$ cat src/rtl/radio_cmd_port.sv
module radio_cmd_port #(
  parameter logic [11:0] F_LO    = 12'd96,
  parameter logic [11:0] F_HI    = 12'd3903,
  parameter logic [11:0] F_POR   = 12'h680,
  parameter logic [6:0]  D_POR   = 7'd7,
  parameter logic [7:0]  M_POR   = 8'h96,
  parameter logic [4:0]  R_POR   = 5'd1
) (
  input  logic        clk,
  input  logic        rst_n,
  input  logic        spi_sck,
  input  logic        spi_cs_n,
  input  logic        spi_mosi,
  output logic        spi_miso,
  output logic [11:0] freq_word,
  output logic [6:0]  duty_d,
  output logic        duty_en,
  output logic [7:0]  wake_m,
  output logic [4:0]  wake_r,
  output logic [7:0]  on_count
);
  localparam int CW = 5;
  localparam logic [CW-1:0] FULL = CW'(16);
  localparam logic [CW-1:0] SAT  = {CW{1'b1}};

  logic [1:0]  sck_q, csn_q, mosi_q;
  logic        sck_d, csn_d;
  logic [15:0] sr;
  logic [CW-1:0] cnt;
  logic        rd_mode;
  logic [14:0] st_sh;
  logic        rej;

  wire sck_s    = sck_q[1];
  wire cs_s     = csn_q[1];
  wire mosi_s   = mosi_q[1];
  wire sck_rise = sck_s & ~sck_d;
  wire sck_fall = ~sck_s & sck_d;
  wire cs_rise  = cs_s & ~csn_d;
  wire commit   = cs_rise && (cnt == FULL) && sr[15];

  wire [14:0] status = {rej, duty_en, 1'b0, freq_word};
  wire [7:0]  dd     = {duty_d, 1'b1};
  assign on_count    = (dd > wake_m) ? wake_m : dd;

  wire f_ok = (sr[11:0] >= F_LO) && (sr[11:0] <= F_HI);

  always_ff @(posedge clk or negedge rst_n) begin
    if (!rst_n) begin
      sck_q  <= 2'b00;
      csn_q  <= 2'b11;
      mosi_q <= 2'b00;
      sck_d  <= 1'b0;
      csn_d  <= 1'b1;
    end else begin
      sck_q  <= {sck_q[0], spi_sck};
      csn_q  <= {csn_q[0], spi_cs_n};
      mosi_q <= {mosi_q[0], spi_mosi};
      sck_d  <= sck_s;
      csn_d  <= cs_s;
    end
  end

  always_ff @(posedge clk or negedge rst_n) begin
    if (!rst_n) begin
      sr       <= '0;
      cnt      <= '0;
      rd_mode  <= 1'b0;
      st_sh    <= '0;
      spi_miso <= 1'b0;
    end else if (cs_s) begin
      cnt     <= '0;
      rd_mode <= 1'b0;
    end else if (sck_rise) begin
      sr <= {sr[14:0], mosi_s};
      if (cnt != SAT) cnt <= cnt + 1'b1;
      if (cnt == '0 && !mosi_s) begin
        rd_mode <= 1'b1;
        st_sh   <= status;
      end
    end else if (sck_fall && rd_mode) begin
      spi_miso <= st_sh[14];
      st_sh    <= {st_sh[13:0], 1'b0};
    end
  end

  always_ff @(posedge clk or negedge rst_n) begin
    if (!rst_n) begin
      freq_word <= F_POR;
      rej       <= 1'b0;
      duty_d    <= D_POR;
      duty_en   <= 1'b0;
      wake_m    <= M_POR;
      wake_r    <= R_POR;
    end else if (commit) begin
      if (sr[15:12] == 4'b1010) begin
        if (f_ok) begin
          freq_word <= sr[11:0];
          rej       <= 1'b0;
        end else begin
          rej <= 1'b1;
        end
      end else if (sr[15:8] == 8'hC8) begin
        duty_d  <= sr[7:1];
        duty_en <= sr[0];
      end else if (sr[15:13] == 3'b111) begin
        wake_r <= sr[12:8];
        wake_m <= sr[7:0];
      end
    end
  end
endmodule

$ cat config.mk
export PLATFORM = sky130hd
export DESIGN_NAME = radio_cmd_port
export DESIGN_NICKNAME = d
export VERILOG_FILES = /design/src/rtl/radio_cmd_port.sv
export SDC_FILE = /design/constraint.sdc
export NUM_CORES = 1
export LEC_CHECK = 0
export BUFFER_PORTS_ARGS = -buffer_cell sky130_fd_sc_hd__buf_4
export CAP_MARGIN = 20
export CORE_MARGIN = 2
export CORE_UTILIZATION = 55
export DETAILED_ROUTE_END_ITERATION = 7
export PLACE_DENSITY = 0.77
export SYNTH_ARGS = -nofsm -noshare
export SYNTH_HDL_FRONTEND = slang
export SYNTH_SLANG_ARGS = --single-unit
$ cat constraint.sdc
create_clock -name clk -period 2.9 [get_ports clk]
set_clock_uncertainty 0.2 [all_clocks]
set_input_delay 0.58 -clock clk [delete_from_list [all_inputs] [get_ports clk]]
set_output_delay 0.58 -clock clk [all_outputs]
set_load 0.05 [all_outputs]
==> parameters.txt <==
Parameter                              Value

Die
  Die height    84.2 um
  Ports    47
  Standard-cell rows    29
  Die Footprint    7090 um^2
  Core ar.    6280 um^2
  Initial standard-cell utilization of the core    56.3%
  Horiz. Die Dim    84.2 um

Outcome
  Failing checks    setup timing
  Outcome    finished with violations

Routing
  Highest routing layer actually used    met4
  Detail-routed net length per standard cell    16.6 um
  Iteration-0 DRC Markers    98
  Met1 routed wirelength after detailed routing    3040 um
  Final wirelength    6610 um
  DR DRC count    0
  Drt pass-1 iters    6
  Amount of wire on met2 after detailed routing    3240 um
  Total via count in the routed design    2185
  Count of antenna-violating nets left after detailed routing    0
  Met3 wire len    218 um
  Vias per Instance    5.49

Global routing
  Initial antenna violation count    0
  Maximum number of pins on one net before global-route repair    49
  Global-route total usage across every layer    20.3%
  Vias in the first global route    2332
  Residual overflow from global routing    0
  Wire length of the first global-routing pass    11400 um

Setup path
  Most frequent CP cell    sky130_fd_sc_hd__buf_4
  Cell-by-cell trace of the critical path    inv_2 -> ha_4 -> nand4_1 -> buf_4 -> o22ai_4 -> buf_4 -> mux2_4 -> buf_6
  Slowest stage delay, CP    0.54 ns
  Data required time of the critical path    2.12 ns
  Type of element launching the critical path    flip-flop
  Setup crit end kind    primary output
  Worst-case reg-to-reg path depth    6
  Slowest cell on the critical path    sky130_fd_sc_hd__dfstp_2
  Category of the critical setup timing path    flip-flop to primary output
  Max FO, Critical Path    5
  Critical path data arrival time    2.33 ns

Clocking
  TritonCTS clock tree    yes
  Clock transition time at the flip-flop clock pins of the worst setup and hold paths    0.08 ns
  Clock root buffer master    sky130_fd_sc_hd__clkbuf_8
  Latest clock arrival within the worst-skew pair    0.34 ns
  Number of buffers created by CTS    9
  H-tree level count    3
  Longest Clk Path Bufs    2
  Clk sink count    80

Finish
  Layout cells sized above 1    61.4%
  Net count, final    331
  Core utilization of the finished layout    71.1%
  Growth of design area from synthesis to finish    26.1%
  Fillcell total    431
  Diode count    0
  Final design area excluding fillers    4460 um^2

Placement
  Placer congestion estimate    0.793
  IO buf count    46
  Final HPWL from detailed placement    4280 um
  Area of placed instances    3990 um^2

Timing
  Relative slew margins    57.7%
  Max-slew violation count    0
  Final setup TNS    -1.38 ns
  Final critical-path required period    3.11 ns
  Number of hold violations in the final report    0
  Final setup margin    -0.207 ns
  Worst slew pin tran    0.629 ns
  Post-route fraction of the period consumed by the critical path    107%
  Count of final setup violators    7
  Achievable Freq    322 MHz
  Setup repair after global routing missed its margin    yes

Synth
  Mapped Nets    261
  Post-Synthesis Mean Instance Area    14.4 um^2
  Post-synthesis instance area    3540 um^2
  Number of instances in the synthesized netlist    246
  Part of the Yosys area used for sequential elements    57.1%
  Seq cells post-synth    80
  Number of warnings reported in the yosys synthesis log    0
  Number of distinct library cell variants in the gate-level netlist after synthesis    38

Power and ir drop
  Leakage    2.19 nW
  Total power    0.00228 W
  Pwr dens    511 nW/um^2
  VDD IR-drop max    0.398 mV

Hold path
  Number of stages on the worst hold path    1
  Worst hold-check path type    input pin to flip-flop

Run
  Reported max-cap violation count    0
==> worst max-delay path: cells and delay by family, from the launching register on <==
kind                       cells  cell delay (ns)
DFF                            1             0.54
adders and majority gates      1             0.25
muxes                          1             0.29
and+or+nand+nor                1             0.15
AOI/OAI and AO/OA              1             0.19
buffers and inverters          4             0.56
==> through the flow <==
step	worst slack [ns]	hold WS, ns	instances
final	-0.207	0.145	398
after global routing	-0.266	0.126	398
after CTS	-0.132	0.128	396
after detailed placement	0.0291	0.136	367
after global placement	0.124	0.133	367
after floorplan	0.000113	0.0844	246
==> Yosys cell counts, drive strengths merged <==
cell type	number	share of area (%)
mux2	81	26
dfrtp	66	47
dfstp	14	10
inv	11	1.2
ha	10	3.5
nor2	10	1.1
buf	8	1.4
a21oi	5	0.81
nand4	4	0.71
o21ai	4	0.57
nand2	3	0.32
nor3b	3	0.78
and3	2	0.39
mux2i	2	0.57
nand3	2	0.42
nand3b	2	0.42
nor2b	2	0.35
o21bai	2	0.42
o22a	2	0.50
xor2	2	0.50
a211o	1	0.25
a211oi	1	0.21
and2b	1	0.25
and4	1	0.25
and4b	1	0.39
nand2b	1	0.18
nor4	1	0.60
o211a	1	0.28
o22ai	1	0.35
or3	1	0.18
xnor2	1	0.25
==> cell type report <==
cell class                 count  area, um^2  area share (%)
tap                           77        96.3            2.16
inverter                      11        41.3           0.926
multi-input combinational    147        1530            34.3
timing repair buffer          67         559            12.5
clock buffer                  10         128            2.86
clock inverter                 6        85.1            1.91
sequential                    80        2020            45.3
==> per-layer routing <==
| metal | vias to the layer above | GRT usage (%) |
|---|---|---|
| met5 | - | 0 |
| met4 | 0 | 9.38 |
| met3 | 11 | 3.54 |
| met2 | 48 | 31.5 |
| met1 | 1110 | 28.4 |
| li1 | 1016 | - |
==> registers in the layout (all words and copies together) (netlist names), 5 cells and up <==
name and cells:
sr 16, st_sh 15, freq_word 12, wake_m 8, duty_d 7, cnt 5
wake_r 5
==> cell families after synthesis <==
group | after synthesis | share of synthesized area [%]
mux | 83 | 26.4
flops | 80 | 57.1
simple gates | 34 | 6.30
buf+inv | 19 | 2.58
compound gates | 17 | 3.40
fa+ha+maj | 10 | 3.54
xor+xnor | 3 | 0.743
==> placed cells by master, fill, tap and decap left out, types with 2 or more instances in the layout <==
| master | n |
|---|---|
| sky130_fd_sc_hd__nor2b_1 | 2 |
| sky130_fd_sc_hd__o21ai_0 | 3 |
| sky130_fd_sc_hd__nand4_1 | 4 |
| sky130_fd_sc_hd__nor2_1 | 10 |
| sky130_fd_sc_hd__o22a_1 | 2 |
| sky130_fd_sc_hd__nand3b_1 | 2 |
| sky130_fd_sc_hd__nand2_1 | 3 |
| sky130_fd_sc_hd__xor2_1 | 2 |
| sky130_fd_sc_hd__bufinv_16 | 2 |
| sky130_fd_sc_hd__ha_1 | 6 |
| sky130_fd_sc_hd__mux2_2 | 74 |
| sky130_fd_sc_hd__clkinv_2 | 2 |
| sky130_fd_sc_hd__ha_4 | 4 |
| sky130_fd_sc_hd__mux2_4 | 7 |
| sky130_fd_sc_hd__dfstp_2 | 14 |
| sky130_fd_sc_hd__inv_2 | 3 |
| sky130_fd_sc_hd__dfrtp_1 | 65 |
| sky130_fd_sc_hd__clkinvlp_4 | 2 |
| sky130_fd_sc_hd__inv_1 | 8 |
| sky130_fd_sc_hd__buf_4 | 55 |
| sky130_fd_sc_hd__clkbuf_8 | 9 |
| sky130_fd_sc_hd__mux2i_1 | 2 |
| sky130_fd_sc_hd__buf_6 | 9 |
| sky130_fd_sc_hd__a21oi_1 | 2 |
| sky130_fd_sc_hd__nor3b_1 | 2 |
| sky130_fd_sc_hd__a21oi_2 | 3 |
==> report_power, final <==
| part | total [W] | switching (W) | internal (W) | leakage [nW] |
|---|---|---|---|---|
| sequential | 0.00127 | 0.0000923 | 0.00118 | 1.04 |
| clock | 0.000869 | 0.000387 | 0.000482 | 0.102 |
| combinational | 0.000138 | 0.0000647 | 0.0000735 | 1.05 |
==> final timing paths <==
| check | start | end | slack, ns |
|---|---|---|---|
| setup / recovery | wake_m[4] | on_count[3] | -0.21 |
| hold / removal | spi_sck | sck_q[0] | 0.15 |
| setup reg to reg | cnt[0] | duty_d[3] | 0.46 |
| hold reg to reg | sck_q[0] | sck_q[1] | 0.15 |
| max in group asynchronous | rst_n | duty_d[2] | 1.32 |
| min in group asynchronous | rst_n | st_sh[8] | 0.53 |
==> repair_timing <==
action / in CTS / in global routing
resized for setup: 31 / 2
setup buffers: 12 / 2
hold buffers: 1 / 0
endpoints found under the hold margin: 27 / 0
endpoints found under the setup margin: 7 / 7
pin swaps: 6 / 0
Note: power is estimated with default switching activity, not from simulation.
